File: config.mk
export PLATFORM = sky130hd
export DESIGN_NAME = subcarrier_nco
export DESIGN_NICKNAME = d
export VERILOG_FILES = /design/src/rtl/nco_pkg.sv /design/src/rtl/nco_regs.sv /design/src/rtl/nco_word_sel.sv /design/src/rtl/nco_accum.sv /design/src/rtl/subcarrier_nco.sv
export SDC_FILE = /design/constraint.sdc
export NUM_CORES = 1
export LEC_CHECK = 0
export ABC_AREA = 1
export BUFFER_PORTS_ARGS = -buffer_cell sky130_fd_sc_hd__clkbuf_2
export CAP_MARGIN = 20
export CORE_AREA = 2 2 135 137
export CTS_CLUSTER_SIZE = 40
export DETAILED_ROUTE_END_ITERATION = 8
export DIE_AREA = 0 0 137 139
export GPL_ROUTABILITY_DRIVEN = 0
export PLACE_DENSITY = 0.66
export SYNTH_ARGS = -nofsm -noshare
export SYNTH_HDL_FRONTEND = slang
export SYNTH_SLANG_ARGS = --single-unit
File: constraint.sdc
create_clock -name clk_i -period 4.3 [get_ports clk_i]
set_input_delay 0.215 -clock clk_i [delete_from_list [all_inputs] [get_ports clk_i]]
set_output_delay 0.215 -clock clk_i [all_outputs]
set_load 0.02 [all_outputs]
File: src/rtl/nco_pkg.sv
`timescale 1ns/1ps
package nco_pkg;
  localparam int unsigned ADR_FHI  = 0;
  localparam int unsigned ADR_FLO  = 1;
  localparam int unsigned ADR_OFS  = 2;
  localparam int unsigned ADR_CTRL = 3;
  localparam int unsigned ADR_DHI  = 4;
  localparam int unsigned ADR_DLO  = 5;
  localparam int unsigned ADR_RST  = 6;

  localparam logic [31:0] DB_DEFAULT = 32'h284B_DA13;

  typedef struct packed {
    logic       custom;
    logic       secam;
    logic [1:0] std_sel;
  } ctrl_t;

  function automatic logic [31:0] builtin_word(input logic [1:0] sel);
    case (sel)
      2'd0:    builtin_word = 32'h21F0_7C1F;
      2'd1:    builtin_word = 32'h2A09_8ACB;
      2'd2:    builtin_word = 32'h21E6_EFE3;
      default: builtin_word = 32'h21F6_9446;
    endcase
  endfunction
endpackage

File: src/rtl/nco_regs.sv
`timescale 1ns/1ps
module nco_regs
  import nco_pkg::*;
#(
  parameter int unsigned HALF_W = 16,
  parameter int unsigned OFS_W  = 8,
  parameter int unsigned ADDR_W = 3,
  localparam int unsigned WORD_W = 2 * HALF_W
) (
  input  logic              clk_i,
  input  logic              rst_ni,
  input  logic              wr_en_i,
  input  logic [ADDR_W-1:0] wr_addr_i,
  input  logic [HALF_W-1:0] wr_data_i,
  output logic [WORD_W-1:0] prog_word_o,
  output logic [WORD_W-1:0] db_word_o,
  output logic [OFS_W-1:0]  ofs_o,
  output ctrl_t             ctrl_o,
  output logic              sreset_o
);
  localparam logic [WORD_W-1:0] DB_RST = WORD_W'(DB_DEFAULT);

  assign sreset_o = wr_en_i && (wr_addr_i == ADDR_W'(ADR_RST)) && wr_data_i[0];

  always_ff @(posedge clk_i or negedge rst_ni) begin
    if (!rst_ni) begin
      prog_word_o <= '0;
      db_word_o   <= DB_RST;
      ofs_o       <= '0;
      ctrl_o      <= '0;
    end else if (sreset_o) begin
      prog_word_o <= '0;
      db_word_o   <= DB_RST;
      ofs_o       <= '0;
      ctrl_o      <= '0;
    end else if (wr_en_i) begin
      case (wr_addr_i)
        ADDR_W'(ADR_FHI):  prog_word_o[WORD_W-1:HALF_W] <= wr_data_i;
        ADDR_W'(ADR_FLO):  prog_word_o[HALF_W-1:0]      <= wr_data_i;
        ADDR_W'(ADR_OFS):  ofs_o  <= wr_data_i[OFS_W-1:0];
        ADDR_W'(ADR_CTRL): ctrl_o <= ctrl_t'(wr_data_i[$bits(ctrl_t)-1:0]);
        ADDR_W'(ADR_DHI):  db_word_o[WORD_W-1:HALF_W]   <= wr_data_i;
        ADDR_W'(ADR_DLO):  db_word_o[HALF_W-1:0]        <= wr_data_i;
        default: ;
      endcase
    end
  end
endmodule

File: src/rtl/nco_word_sel.sv
`timescale 1ns/1ps
module nco_word_sel
  import nco_pkg::*;
#(
  parameter int unsigned WORD_W = 32
) (
  input  logic              clk_i,
  input  logic              rst_ni,
  input  logic              sreset_i,
  input  logic              line_start_i,
  input  logic              frame_start_i,
  input  ctrl_t             ctrl_i,
  input  logic [WORD_W-1:0] prog_word_i,
  input  logic [WORD_W-1:0] db_word_i,
  output logic [WORD_W-1:0] act_word_o,
  output logic [WORD_W-1:0] eff_word_o
);
  localparam logic [WORD_W-1:0] RST_WORD = WORD_W'(builtin_word(2'd0));

  logic              next_db_q;
  logic              use_db;
  logic [WORD_W-1:0] cand;

  // frame start in the same cycle forces the red-difference word
  assign use_db = next_db_q & ~frame_start_i;

  always_comb begin
    if (ctrl_i.secam)       cand = use_db ? db_word_i : prog_word_i;
    else if (ctrl_i.custom) cand = prog_word_i;
    else                    cand = WORD_W'(builtin_word(ctrl_i.std_sel));
  end

  assign eff_word_o = line_start_i ? cand : act_word_o;

  always_ff @(posedge clk_i or negedge rst_ni) begin
    if (!rst_ni) begin
      act_word_o <= RST_WORD;
      next_db_q  <= 1'b0;
    end else if (sreset_i) begin
      act_word_o <= RST_WORD;
      next_db_q  <= 1'b0;
    end else if (line_start_i) begin
      act_word_o <= cand;
      next_db_q  <= ctrl_i.secam & ~use_db;
    end else if (frame_start_i) begin
      next_db_q  <= 1'b0;
    end
  end
endmodule

File: src/rtl/nco_accum.sv
`timescale 1ns/1ps
module nco_accum #(
  parameter int unsigned ACC_W   = 32,
  parameter int unsigned OFS_W   = 8,
  parameter int unsigned PHASE_W = 10,
  localparam int unsigned OFS_SH = ACC_W - OFS_W
) (
  input  logic               clk_i,
  input  logic               rst_ni,
  input  logic               sreset_i,
  input  logic               tick_i,
  input  logic [ACC_W-1:0]   step_i,
  input  logic [OFS_W-1:0]   ofs_i,
  output logic [PHASE_W-1:0] phase_o
);
  logic [ACC_W-1:0] acc_q;
  logic [ACC_W-1:0] sum;

  always_ff @(posedge clk_i or negedge rst_ni) begin
    if (!rst_ni)       acc_q <= '0;
    else if (sreset_i) acc_q <= '0;
    else if (tick_i)   acc_q <= acc_q + step_i;
  end

  assign sum     = acc_q + {ofs_i, {OFS_SH{1'b0}}};
  assign phase_o = sum[ACC_W-1 -: PHASE_W];
endmodule

File: src/rtl/subcarrier_nco.sv
`timescale 1ns/1ps
module subcarrier_nco
  import nco_pkg::*;
#(
  parameter int unsigned HALF_W  = 16,
  parameter int unsigned OFS_W   = 8,
  parameter int unsigned PHASE_W = 10,
  parameter int unsigned ADDR_W  = 3,
  localparam int unsigned WORD_W = 2 * HALF_W
) (
  input  logic               clk_i,
  input  logic               rst_ni,
  input  logic               wr_en_i,
  input  logic [ADDR_W-1:0]  wr_addr_i,
  input  logic [HALF_W-1:0]  wr_data_i,
  input  logic               tick_i,
  input  logic               line_start_i,
  input  logic               frame_start_i,
  output logic [PHASE_W-1:0] phase_o
);
  logic [WORD_W-1:0] prog_word_w;
  logic [WORD_W-1:0] db_word_w;
  logic [WORD_W-1:0] act_word_w;
  logic [WORD_W-1:0] eff_word_w;
  logic [OFS_W-1:0]  ofs_w;
  ctrl_t             ctrl_w;
  logic              sreset_w;

  nco_regs #(.HALF_W(HALF_W), .OFS_W(OFS_W), .ADDR_W(ADDR_W)) u_regs (
    .clk_i      (clk_i),
    .rst_ni     (rst_ni),
    .wr_en_i    (wr_en_i),
    .wr_addr_i  (wr_addr_i),
    .wr_data_i  (wr_data_i),
    .prog_word_o(prog_word_w),
    .db_word_o  (db_word_w),
    .ofs_o      (ofs_w),
    .ctrl_o     (ctrl_w),
    .sreset_o   (sreset_w)
  );

  nco_word_sel #(.WORD_W(WORD_W)) u_sel (
    .clk_i        (clk_i),
    .rst_ni       (rst_ni),
    .sreset_i     (sreset_w),
    .line_start_i (line_start_i),
    .frame_start_i(frame_start_i),
    .ctrl_i       (ctrl_w),
    .prog_word_i  (prog_word_w),
    .db_word_i    (db_word_w),
    .act_word_o   (act_word_w),
    .eff_word_o   (eff_word_w)
  );

  nco_accum #(.ACC_W(WORD_W), .OFS_W(OFS_W), .PHASE_W(PHASE_W)) u_acc (
    .clk_i   (clk_i),
    .rst_ni  (rst_ni),
    .sreset_i(sreset_w),
    .tick_i  (tick_i),
    .step_i  (eff_word_w),
    .ofs_i   (ofs_w),
    .phase_o (phase_o)
  );
endmodule

; Word-level counts from Yosys, hierarchy flattened
; Index checks and enable logic that the tools add are counted.
[classes]
add_sub_neg = 2
n_eq_ne = 8
mux = 25
bitwise_logic = 4
n_reduce_logical = 19
[op_table]
columns = operator, n
row1 = two-way mux 32 bit, 11
row2 = one-hot mux 28 bit (3 select lines), 1
row3 = adder 32 bit, 2
row4 = two-way mux 16 bit, 4
row5 = two-way mux 8 bit, 3
row6 = nonzero test 2 bit, 8
row7 = two-way mux 4 bit, 3
row8 = AND reduction 2 bit, 6
row9 = "== test 3 bit, second input constant", 3
row10 = "== test 3 x 2 -> 1 bit, second input constant", 2
row11 = "== test 3 x 1 -> 1 bit, second input constant", 1
row12 = zero test 3 bit, 1
row13 = two-way mux 1 bit, 3
row14 = nonzero test 3 bit, 1
row15 = AND 1 bit, 2
row16 = "== test 2 x 1 -> 1 bit, second input constant", 1
row17 = "== test 2 bit, second input constant", 1
row18 = logical AND 1 bit, 2
row19 = zero test 2 bit, 1
row20 = inverter 1 bit, 2
[word_totals]
register_bits = 141
in_bits = 25
out_inout_bits = 10
word_cells = 69

; Logic depth before layout (Yosys ltp)
[depth]
ltp_word = 8
depth_mapped = 23
depth_no_buf = 22

; Hierarchy
; A second synthesis with hierarchy kept.
[unflattened]
cells_unflattened = 1454
area_unflattened_um2 = 9675.5
[modules_own_cells]
columns = mod, instances, cells_each, area_each_um2, seq_area_each_um2
row1 = nco_accum, 1, 663, 3844.9, 800.8
row2 = nco_regs, 1, 364, 3275.6, 1919.3
row3 = nco_word_sel, 1, 427, 2555.0, 845.8

; Least setup slack after synthesis
; OpenSTA, ideal clock, no wires.
[synth_timing]
path_type = reg2reg
from = reg u_regs.ctrl_o[0] (netlist bit)
to = reg u_acc.acc_q[13]
setup_ns = 0.117
arrival_ns = 2.515
required_ns = 4.183
slack_ns = 1.668
stages_incl_launch_ff = 16
path_buffers = 0
synth_period_minus_slack_ns = 2.632
cell_sequence = dfrtp_1 -> inv_1 -> ha_1 -> a21oi_1 -> o21a_1 -> o221ai_1 -> o21ai_0 -> ha_1 -> or2_2 -> nand3_1 -> nand2_1 -> nand2_1 -> nand2_1 -> or2_2 -> nand3_1 -> nand2_1
[synth_via]
elab_chain_len = 8
elab_cells_between_ends = 10
cone_classes = add/sub: 1 / eq/ne: 2 / mux: 6 / reduce/logical: 1
[synth_lines]
columns = item, line_no
row1 = from (decl), nco_regs.sv:18  ; output ctrl_t ctrl_o,
row2 = from (signal assigned), nco_regs.sv:41  ; ADDR_W'(ADR_CTRL): ctrl_o <= ctrl_t'(wr_data_i[$bits(ctrl_t)-1:0]);
row3 = == test 2 bit (tied with other cells), nco_pkg.sv:20  ; case (sel)
row4 = one-hot mux 28 bit (3 select lines) *, nco_pkg.sv:20
row5 = two-way mux 32 bit *, nco_word_sel.sv:29  ; else if (ctrl_i.custom) cand = prog_word_i;
row6 = two-way mux 32 bit *, nco_word_sel.sv:28  ; if (ctrl_i.secam) cand = use_db ? db_word_i : prog_word_i;
row7 = two-way mux 32 bit *, nco_word_sel.sv:33  ; assign eff_word_o = line_start_i ? cand : act_word_o;
row8 = adder 32 bit *, nco_accum.sv:22  ; else if (tick_i) acc_q <= acc_q + step_i;
row9 = two-way mux 32 bit *, nco_accum.sv:22
row10 = two-way mux 32 bit *, nco_accum.sv:21  ; else if (sreset_i) acc_q <= '0;
row11 = to (signal assigned), nco_accum.sv:22
row12 = to (decl), nco_accum.sv:16  ; logic [ACC_W-1:0] acc_q;
; Mark *: on every way between the ends. The rest lies on a longest branch, timed or not. The select of a mux whose other input is x is not followed.
; A chain may end at the register's enable or synchronous reset.

; Worst setup path in the final report
[layout_timing]
from = reg u_regs.ctrl_o[2] (netlist bit)
to = reg u_acc.acc_q[30]
[layout_via]
elab_chain_len = 5
[layout_lines]
columns = item, line_no
row1 = two-way mux 32 bit, nco_word_sel.sv:28
row2 = two-way mux 32 bit, nco_word_sel.sv:33
row3 = adder 32 bit, nco_accum.sv:22
row4 = two-way mux 32 bit, nco_accum.sv:22
row5 = two-way mux 32 bit, nco_accum.sv:21
; Every way passes these cells. The select of a mux whose other input is x is not followed.

==> flow_summary.json <==
{
  "power_density_nw_per_um2": 697,
  "yosysWarningCount": 0,
  "start_util_pct": 49.2,
  "ys_top_cells_by_area": "dfrtp_1, nand2_1, dfstp_2",
  "worst_pin_slew_ns": 0.839,
  "period_minus_slack_ns": 3.61,
  "final_layout_size_suffix_gt1_share_pct": 10.4,
  "cts_buffers": 17,
  "yosysTopAreaCell": "dfrtp_1",
  "nets": 1321,
  "slew_headroom_pct": 43.9,
  "synth.top_cell.area_share_pct": 32.0,
  "clock_path_buffers": 2,
  "hold_class": "primary input to flip-flop",
  "clock_sinks": 141,
  "clockPowerShare_pct": 22.1,
  "chipHeight_microns": 139,
  "power_frac_seq_pct": 29.9,
  "timing.final.crit_share_pct": 83.9,
  "cts_tree": "built",
  "routed_wl_mm": 23.7,
  "cts-root-buf": "clkbuf_16",
  "leakage_nw": 5.25,
  "final_util_pct": 54.9,
  "finalNonFillerCells": 1490,
  "place_ws_ns": 0.820,
  "gr-total-overflow": 0,
  "drc_errors": 0,
  "finalInstanceArea_sq_um": 9700,
  "area_growth_pct": 11.6,
  "postSynthAreaPerCell_sq_um": 7.13,
  "rsz0062_at_grt": "false",
  "grt_max_degree": 108,
  "yosys.cell_count.top_type": "nand2_1",
  "placed_cell_area_sq_um": 9060,
  "synth-seq-cells": 141,
  "pwr-share-comb_pct": 48.0,
  "maxCapViolations": 0,
  "intPower_mw": 3.78,
  "clkTransAtPathRegs_ns": 0.07,
  "fp.dieArea_sq_um": 19000,
  "h-tree-depth": 4,
  "coreArea_sq_um": 17700,
  "fmax_ghz": 0.277,
  "postRouteAntennaNets": 0,
  "setup_viol": 0,
  "ir_drop_mv": 0.442,
  "grt_first_pass_wirelength_mm": 39.0,
  "clkLatencyLatePin_ns": 0.42,
  "fp-row-count": 49,
  "io_pins": 35,
  "timing.final.ws_setup_ns": 0.692,
  "antenna_found_initial": 0,
  "synthArstFlopShare_pct": 100,
  "grt_pass1_vias": 7312,
  "worstPathMaxFanout": 12,
  "cp-start-kind": "flip-flop",
  "routed_via_density": 5.22,
  "cts_setup_buffers": 0,
  "switchingPower_mw": 2.99,
  "synthCells": 1219,
  "io_buffer_count": 34,
  "diodes": 0,
  "crit_arrival_ns": 3.92,
  "synth_nets": 1292,
  "crit_type": "flip-flop to flip-flop",
  "dpl.hpwl_mm": 17.4,
  "switching_share_pct": 44.2,
  "ys_seq_area_share_pct": 41.0,
  "ys.flop_type": "dfrtp_1",
  "drt_pass1_iterations": 5,
  "ys_types": 40,
  "track_usage_pct": 26.5,
  "finalHoldViolCount": 0,
  "fin_skew_ns": 0.0120,
  "dpl.cell_count": 1455,
  "status": "finished, final reports clean",
  "synthTopCellsByCount": "nand2_1, inv_1, dfrtp_1",
  "synth_edf_count": 0,
  "drt_iter0_markers": 678,
  "dr_total_vias": 7772,
  "die_x_microns": 137,
  "wl_per_cell_microns": 15.9,
  "crit_required_ns": 4.61,
  "setup_tns_ns": 0,
  "maxSlewViolCount": 0,
  "end_kind": "flip-flop",
  "synth_area_sq_um": 8690
}
## cell usage in the layout (no fill, tap or decap), types with 3 or more instances in the layout
cell type   instances
a21oi_1            75
buf_4              10
clkbuf_16          17
clkbuf_2           33
clkinvlp_4          4
dfrtp_1           111
dfstp_2            30
ha_1               46
inv_1             150
inv_2               6
inv_6               3
nand2_1           454
nand2_2             3
nand3_1            62
nand3b_1            6
nor2_1             78
nor3_1              4
o211ai_1            3
o21a_1              3
o21ai_0            41
o21ai_1            49
o21ai_2             3
o221ai_1           19
or2_2               9
xnor2_1             6
xor2_1              4
## registers in the layout, summed over array words and instances, names as in the netlist
signal	count
u_acc.acc_q	32
u_regs.db_word_o	32
u_regs.prog_word_o	32
u_sel.act_word_o	32
u_regs.ofs_o	8
u_regs.ctrl_o	4
u_sel.next_db_q	1
## power groups by stage
stage | logic [mW] | registers, mW | clock network (mW)
6_report | 3.25 | 2.02 | 1.49
5_1_grt | 3.73 | 2.07 | 1.56
4_1_cts | 3.23 | 2.02 | 1.51
3_5_place_dp | 3.21 | 2.03 | 0
3_3_place_gp | 3.17 | 2.03 | 0
2_1_floorplan | 2.47 | 1.94 | 0
## cell families (layout without fill, tap and decap cells)
logic type,after synthesis,count (layout),synth area share (%)
AND/OR/NAND/NOR,624,624,28.9
AO/OA/AOI/OAI,204,204,13.2
buffers and inverters,192,234,8.71
flip-flops,141,141,41.0
adder cells (fa/ha/maj),48,48,7.09
XOR/XNOR,10,10,1.01
## worst max-delay path, cell delays in order, from the launching register on
cell and delay (ns):
dfrtp_1 0.57, inv_1 0.15, nand2_1 0.34, inv_1 0.21
nand2_1 0.10, nand2_1 0.09, nor2_1 0.11, o221ai_1 0.20
nand2_1 0.13, ha_1 0.16, inv_1 0.05, fa_1 0.40
inv_1 0.10, nand2_1 0.05, nand3_1 0.18, nand2_1 0.08
nand2_1 0.19, nand2_1 0.13, nand2_1 0.08, nand2_1 0.05
nand3_1 0.06, nand2_1 0.06
## area by class of cell
type | instances | area, sq um
clock inverters | 13 | 156
flip-flops and latches | 141 | 3570
well taps | 229 | 287
repair buffers | 46 | 289
clock buffers | 19 | 433
fillers | 1713 | 7960
multi-input cells | 886 | 4380
inverters | 156 | 586
## what timing repair did
| action | in CTS | in global routing |
|---|---|---|
| hold buffers | 1 | 0 |
| gates resized for setup | 0 | 0 |
| endpoints found under the hold margin | 47 | 0 |
| endpoints found under the setup margin | 0 | 0 |
## worst paths after layout
kind	start	end	slack, ns	cells after the start
setup / recovery	u_regs.ctrl_o[2]	u_acc.acc_q[30]	0.69	21
hold / removal	wr_data_i[12]	u_regs.db_word_o[12]	0.05	3
setup reg to reg	u_regs.ctrl_o[2]	u_acc.acc_q[30]	0.69	21
hold reg to reg	u_regs.db_word_o[27]	u_regs.db_word_o[27]	0.48	2
max in group asynchronous	rst_ni	u_sel.act_word_o[8]	3.14	4
min in group asynchronous	rst_ni	u_regs.prog_word_o[20]	0.15	2
## layer usage
metal | track usage (%) | wire (microns) | vias to the layer above
met5 | 0 | 0 | -
met1 | 39.0 | 11400 | 3581
li1 | - | - | 3955
met3 | 4.31 | 1180 | 34
met2 | 40.6 | 10700 | 202
met4 | 7.16 | 449 | 0
## through the flow
stage | hold WS, ns | total power [mW]
after floorplan | -0.0806 | 4.41
after global placement | 0.416 | 5.20
after detailed placement | 0.427 | 5.24
after CTS | 0.0424 | 6.76
after global routing | 0.0693 | 7.36
final | 0.0520 | 6.76
No activity file was read; power rests on OpenSTA's default activity.
